`src/rtl/alu8_pkg.sv`:
```
package alu8_pkg;
  localparam int DW   = 8;
  localparam int NW   = 4;
  localparam int PW   = 16;
  localparam int OPW  = 5;
  localparam int FLW  = 5;
  localparam int FS   = 7;
  localparam int FZ   = 6;
  localparam int FA   = 4;
  localparam int FP   = 2;
  localparam int FONE = 1;
  localparam int FC   = 0;

  typedef enum logic [OPW-1:0] {
    OP_ADD  = 5'd0,  OP_ADC  = 5'd1,  OP_SUB  = 5'd2,  OP_SBB  = 5'd3,
    OP_CMP  = 5'd4,  OP_ANDR = 5'd5,  OP_ANDI = 5'd6,  OP_OR   = 5'd7,
    OP_XOR  = 5'd8,  OP_INC  = 5'd9,  OP_DEC  = 5'd10, OP_RLC  = 5'd11,
    OP_RRC  = 5'd12, OP_RAL  = 5'd13, OP_RAR  = 5'd14, OP_CMA  = 5'd15,
    OP_CMC  = 5'd16, OP_STC  = 5'd17, OP_DAA  = 5'd18, OP_DAD  = 5'd19
  } alu_op_e;

  typedef struct packed {
    logic s;
    logic z;
    logic a;
    logic p;
    logic c;
  } flags_t;

  // 1 when the byte holds an even number of ones
  function automatic logic even_ones(input logic [DW-1:0] v);
    return ~^v;
  endfunction

  // returns {nibble carry/borrow, v +/- 1}
  function automatic logic [DW:0] step_byte(input logic [DW-1:0] v, input logic down);
    logic [DW-1:0] r;
    logic h;
    r = down ? v - 1'b1 : v + 1'b1;
    h = down ? (v[NW-1:0] == '0) : (&v[NW-1:0]);
    return {h, r};
  endfunction
endpackage

```
`src/rtl/alu8_nibble_adder.sv`:
```
module alu8_nibble_adder #(
  parameter int W  = 8,
  parameter int NW = 4
) (
  input  logic [W-1:0] a_i,
  input  logic [W-1:0] b_i,
  input  logic         cin_i,
  input  logic         sub_i,
  output logic [W-1:0] sum_o,
  output logic         cy_o,
  output logic         hcy_o
);
  logic [W-1:0]  b_eff;
  logic          c0;
  logic [NW:0]   lo;
  logic [W-NW:0] hi;

  // subtraction runs as a + ~b + ~borrow; carries are inverted into borrows
  assign b_eff = sub_i ? ~b_i : b_i;
  assign c0    = sub_i ? ~cin_i : cin_i;
  assign lo    = {1'b0, a_i[NW-1:0]} + {1'b0, b_eff[NW-1:0]} + {{NW{1'b0}}, c0};
  assign hi    = {1'b0, a_i[W-1:NW]} + {1'b0, b_eff[W-1:NW]} + {{(W-NW){1'b0}}, lo[NW]};
  assign sum_o = {hi[W-NW-1:0], lo[NW-1:0]};
  assign cy_o  = sub_i ? ~hi[W-NW] : hi[W-NW];
  assign hcy_o = sub_i ? ~lo[NW] : lo[NW];
endmodule

```
`src/rtl/alu8_dec_adjust.sv`:
```
module alu8_dec_adjust #(
  parameter int W  = 8,
  parameter int NW = 4
) (
  input  logic [W-1:0] a_i,
  input  logic         cy_i,
  input  logic         ac_i,
  output logic [W-1:0] res_o,
  output logic         cy_o,
  output logic         ac_o
);
  logic        lo_fix;
  logic        hi_fix;
  logic [NW:0] lo_ext;
  logic [W:0]  mid;

  assign lo_fix = (a_i[NW-1:0] > NW'(9)) | ac_i;
  assign lo_ext = {1'b0, a_i[NW-1:0]} + (lo_fix ? (NW+1)'(6) : '0);
  assign mid    = {1'b0, a_i} + (lo_fix ? (W+1)'(6) : '0);
  assign hi_fix = mid[W] | (mid[W-1:NW] > (W-NW)'(9)) | cy_i;
  assign res_o  = mid[W-1:0] + (hi_fix ? W'(96) : '0);
  assign cy_o   = hi_fix;
  assign ac_o   = lo_ext[NW];
endmodule

```
`src/rtl/alu8_pair_add.sv`:
```
module alu8_pair_add #(
  parameter int W = 16
) (
  input  logic [W-1:0] a_i,
  input  logic [W-1:0] b_i,
  output logic [W-1:0] sum_o,
  output logic         cy_o
);
  assign {cy_o, sum_o} = {1'b0, a_i} + {1'b0, b_i};
endmodule

```
`src/rtl/alu8_flag_pack.sv`:
```
module alu8_flag_pack
  import alu8_pkg::*;
#(
  parameter int W = 8
) (
  input  flags_t       f_i,
  output logic [W-1:0] byte_o
);
  for (genvar i = 0; i < W; i++) begin : g_bit
    if (i == FS) begin : g_s
      assign byte_o[i] = f_i.s;
    end else if (i == FZ) begin : g_z
      assign byte_o[i] = f_i.z;
    end else if (i == FA) begin : g_a
      assign byte_o[i] = f_i.a;
    end else if (i == FP) begin : g_p
      assign byte_o[i] = f_i.p;
    end else if (i == FC) begin : g_c
      assign byte_o[i] = f_i.c;
    end else if (i == FONE) begin : g_one
      assign byte_o[i] = 1'b1;
    end else begin : g_zero
      assign byte_o[i] = 1'b0;
    end
  end
endmodule

```
`src/rtl/alu8_core.sv`:
```
module alu8_core
  import alu8_pkg::*;
(
  input  logic [OPW-1:0] op_i,
  input  logic [DW-1:0]  acc_i,
  input  logic [DW-1:0]  opnd_i,
  input  logic [FLW-1:0] flags_i,
  input  logic [PW-1:0]  hl_i,
  input  logic [PW-1:0]  pair_i,
  output logic [DW-1:0]  result_o,
  output logic [DW-1:0]  flags_o,
  output logic           acc_we_o,
  output logic [PW-1:0]  pair_sum_o
);
  alu_op_e       op;
  flags_t        fin;
  flags_t        nf;
  logic [DW-1:0] res;
  logic          we;
  logic          szp_upd;

  logic          main_sub;
  logic          main_cin;
  logic [DW-1:0] main_sum;
  logic          main_cy;
  logic          main_hcy;
  logic [DW:0]   step_v;
  logic [DW-1:0] daa_res;
  logic          daa_cy;
  logic          daa_ac;
  logic          pair_cy;

  assign op  = alu_op_e'(op_i);
  assign fin = flags_t'(flags_i);

  assign main_sub = (op == OP_SUB) || (op == OP_SBB) || (op == OP_CMP);
  assign main_cin = ((op == OP_ADC) || (op == OP_SBB)) & fin.c;
  assign step_v   = step_byte(opnd_i, op == OP_DEC);

  alu8_nibble_adder #(.W(DW), .NW(NW)) u_main (
    .a_i   (acc_i),
    .b_i   (opnd_i),
    .cin_i (main_cin),
    .sub_i (main_sub),
    .sum_o (main_sum),
    .cy_o  (main_cy),
    .hcy_o (main_hcy)
  );

  alu8_dec_adjust #(.W(DW), .NW(NW)) u_daa (
    .a_i   (acc_i),
    .cy_i  (fin.c),
    .ac_i  (fin.a),
    .res_o (daa_res),
    .cy_o  (daa_cy),
    .ac_o  (daa_ac)
  );

  alu8_pair_add #(.W(PW)) u_pair (
    .a_i   (hl_i),
    .b_i   (pair_i),
    .sum_o (pair_sum_o),
    .cy_o  (pair_cy)
  );

  always_comb begin
    nf      = fin;
    res     = acc_i;
    we      = 1'b0;
    szp_upd = 1'b0;
    case (op)
      OP_ADD, OP_ADC, OP_SUB, OP_SBB, OP_CMP: begin
        res     = main_sum;
        nf.c    = main_cy;
        nf.a    = main_hcy;
        szp_upd = 1'b1;
        we      = (op != OP_CMP);
      end
      OP_ANDR, OP_ANDI: begin
        res     = acc_i & opnd_i;
        nf.c    = 1'b0;
        nf.a    = (op == OP_ANDR) ? (acc_i[NW-1] | opnd_i[NW-1]) : 1'b0;
        szp_upd = 1'b1;
        we      = 1'b1;
      end
      OP_OR, OP_XOR: begin
        res     = (op == OP_OR) ? (acc_i | opnd_i) : (acc_i ^ opnd_i);
        nf.c    = 1'b0;
        nf.a    = 1'b0;
        szp_upd = 1'b1;
        we      = 1'b1;
      end
      OP_INC, OP_DEC: begin
        res     = step_v[DW-1:0];
        nf.a    = step_v[DW];
        szp_upd = 1'b1;
      end
      OP_RLC: begin
        res  = {acc_i[DW-2:0], acc_i[DW-1]};
        nf.c = acc_i[DW-1];
        we   = 1'b1;
      end
      OP_RRC: begin
        res  = {acc_i[0], acc_i[DW-1:1]};
        nf.c = acc_i[0];
        we   = 1'b1;
      end
      OP_RAL: begin
        res  = {acc_i[DW-2:0], fin.c};
        nf.c = acc_i[DW-1];
        we   = 1'b1;
      end
      OP_RAR: begin
        res  = {fin.c, acc_i[DW-1:1]};
        nf.c = acc_i[0];
        we   = 1'b1;
      end
      OP_CMA: begin
        res = ~acc_i;
        we  = 1'b1;
      end
      OP_CMC: nf.c = ~fin.c;
      OP_STC: nf.c = 1'b1;
      OP_DAA: begin
        res     = daa_res;
        nf.c    = daa_cy;
        nf.a    = daa_ac;
        szp_upd = 1'b1;
        we      = 1'b1;
      end
      OP_DAD: nf.c = pair_cy;
      default: ;
    endcase
    if (szp_upd) begin
      nf.s = res[DW-1];
      nf.z = (res == '0);
      nf.p = even_ones(res);
    end
  end

  alu8_flag_pack #(.W(DW)) u_pack (
    .f_i    (nf),
    .byte_o (flags_o)
  );

  assign result_o = res;
  assign acc_we_o = we;
endmodule

```
`config.mk`:
```
export PLATFORM = sky130hd
export DESIGN_NAME = alu8_core
export DESIGN_NICKNAME = d
export VERILOG_FILES = /design/src/rtl/alu8_pkg.sv /design/src/rtl/alu8_nibble_adder.sv /design/src/rtl/alu8_dec_adjust.sv /design/src/rtl/alu8_pair_add.sv /design/src/rtl/alu8_flag_pack.sv /design/src/rtl/alu8_core.sv
export SDC_FILE = /design/constraint.sdc
export NUM_CORES = 1
export LEC_CHECK = 0
export CORE_MARGIN = 2
export CORE_UTILIZATION = 30
export DETAILED_ROUTE_END_ITERATION = 7
export DONT_BUFFER_PORTS = 1
export PLACE_DENSITY = 0.45
export SLEW_MARGIN = 0
export SYNTH_ARGS = -nofsm -noshare
export SYNTH_HDL_FRONTEND = slang
export SYNTH_SLANG_ARGS = --single-unit
```
`constraint.sdc`:
```
create_clock -name vclk -period 5.9
set_input_delay 0.295 -clock vclk [all_inputs]
set_output_delay 0.295 -clock vclk [all_outputs]
set_load 0.05 [all_outputs]
```
==> out/metrics.csv <==
metric,value,unit
cp.depth,19,
drtIter0Drc,193,
vias,3137,
fin_tns_setup,0,ps
crit_slowest_cell,a2111oi_0,
setup_viol_count_final,0,
synth_area_leaders,"ha_1, xnor2_1, a21oi_1",
yosys_warnings,0,
register_area,0,sq um
syn_area,3100,sq um
sw_frac_of_total,0.692,
worst_pin_slew,1190,ps
crit_fanout,19,
synthDistinctLibCells,65,
comb_power_share,1.000,
antennaDiodeCount,0,
drt-pass1-iter-count,4,
crit_buf_inv,2,
syn_to_final_growth,2.26,%
ir_worst_vdd,0.0000663,V
wl_per_cell,18.3,microns
arrival,4940,ps
hold_class,primary input to primary output,
synth_top_area_share,0.206,
totalWireLength,10100,microns
nets,535,
ant_nets,0,
p_sw,0.000279,W
power.leakage,1.36,nW
grt_pass1_vias,3034,
finalHoldViolations,0,
layout-drive-gt1-share,0.0433,
drv_cap,0,
status,completed,
slowest_delay,550,ps
postCtsHoldBufs,0,
pwr-share-clk,0,
path_delay_family,adder cells,
power-per-cell-area,127,nW/um^2
grt_pass1_wl,15800,microns
synthCells,436,
fin_crit_sh,0.887,
relSlewSlack,0.200,
power.share.sequential,0,
syn_avg_cell_area,7.12,sq um
yosysTopAreaCell,ha_1,
vias_per_cell,5.68,
overflow,0,
grt_max_degree,28,
dpl.hpwl,8300,microns
rows,37,
cp-endpoint,flags_o[2],
clockBufferCount,0,
drcViolationCount,0,
die_w,106,microns
postCtsSetupBuffers,0,
p_int,0.000124,W
crit_type,primary input to primary output,
fillCellCount,1145,
cp-start-kind,primary input,
total_power,0.000403,W
core-area,10200,sq um
grt_usage,0.175,
initial_core_util,0.305,
worstPathRequired,5610,ps
cp_cell_sequence,"nor2_1, o21ai_1, buf_4, xnor2_1, fa_1, fa_1, a21o_1, a21o_1, fa_1, fa_1, xnor2_1, nor2_1, a2111oi_0, a31o_2, ha_1, xnor2_1, xnor2_1, o21ai_1, buf_4",
fmax,0.191,GHz
die_area,11200,sq um
crit_start,op_i[4],
hp-start,flags_i[3],
gp_congestion,0.919,
cts_resized,0,
rsz0062_at_grt,false,
die_h,106,microns
cp-end-kind,primary output,
ys_seq_area_frac,0,
finalMaxSlewViolations,0,
n_sequential_cell,0,
port-buffer-count,0,
pin_count,91,
antenna_found_initial,0,
min_period,5240,ps
==> kinds of logic after synthesis <==
logic type      synth area share
compound gates             0.321
xor+xnor                   0.110
fa+ha+maj                  0.257
buf+inv                   0.0883
mux                       0.0137
other cells              0.00242
simple gates               0.208
==> power by group through the flow <==
stage / Sequential, W / Clock, W / Combinational (W)
6_report: 0 / 0 / 0.000403
3_3_place_gp: 0 / 0 / 0.000404
2_1_floorplan: 0 / 0 / 0.000357
3_5_place_dp: 0 / 0 / 0.000403
4_1_cts: 0 / 0 / 0.000405
5_1_grt: 0 / 0 / 0.000439
==> cells in the final DEF (no fill, tap or decap), drive strengths merged, types with 4 or more instances in the layout <==
| cell | n |
|---|---|
| a21oi | 34 |
| o31ai | 4 |
| a31oi | 4 |
| a221o | 4 |
| nor2b | 7 |
| nand3 | 9 |
| xor2 | 10 |
| a221oi | 4 |
| a211oi | 12 |
| o21ai | 34 |
| nand4 | 13 |
| ha | 51 |
| nor3 | 9 |
| a21o | 9 |
| inv | 38 |
| o22ai | 5 |
| fa | 8 |
| nand2 | 34 |
| a22oi | 4 |
| o21a | 7 |
| nor2 | 23 |
| and3 | 5 |
| nand2b | 6 |
| xnor2 | 28 |
==> routing by layer <==
layer  global-route usage  up-vias  part of all wire
met1                0.239     1452              0.45
met3               0.0204       10             0.069
li1                     -     1565                 -
met4               0.0310        0             0.017
met2                0.297      110              0.47
met5                    0        -                 0
==> per-stage QoR <==
stage | hold WS (ps) | utilization | cells | area [sq um] | worst slack (ps)
after floorplan | 888 | - | 437 | 3110 | 70.8
after global placement | 855 | 0.312 | 552 | 3170 | 714
after detailed placement | 856 | 0.312 | 552 | 3170 | 625
after CTS | 856 | 0.312 | 552 | 3170 | 620
after global routing | 877 | 0.312 | 552 | 3170 | 356
final | 855 | 0.312 | 552 | 3170 | 664
==> worst min path at each step <==
stage                     slack, ps  cells past startpoint          to
after global routing            880                      3  flags_o[2]
after CTS                       860                      3  flags_o[6]
final                           850                      3  flags_o[6]
after floorplan                 890                      1  flags_o[4]
after global placement          850                      3  flags_o[6]
after detailed placement        860                      3  flags_o[6]
==> cells in the mapped netlist, drive strengths merged (8+ instances only) <==
library cell / instances
o21ai: 34
nand2: 34
nor2: 23
fa: 8
a21o: 9
xor2: 10
buf: 17
nand4: 13
ha: 51
a21oi: 34
nand3: 9
nor3: 9
xnor2: 28
inv: 38
a211oi: 12
==> final cells by class <==
cell class	instances	area, sq um	area share
Inverter	38	143	0.0450
Tap cell	136	170	0.0536
Timing Repair Buffer	3	22.5	0.00710
Multi-Input combinational cell	375	2840	0.894
==> tightest hold or removal path, cell delays in order <==
cell	delay, ps
nand2_1	30
o21ai_1	50
buf_4	180
Power figures use the tool's default switching activity.
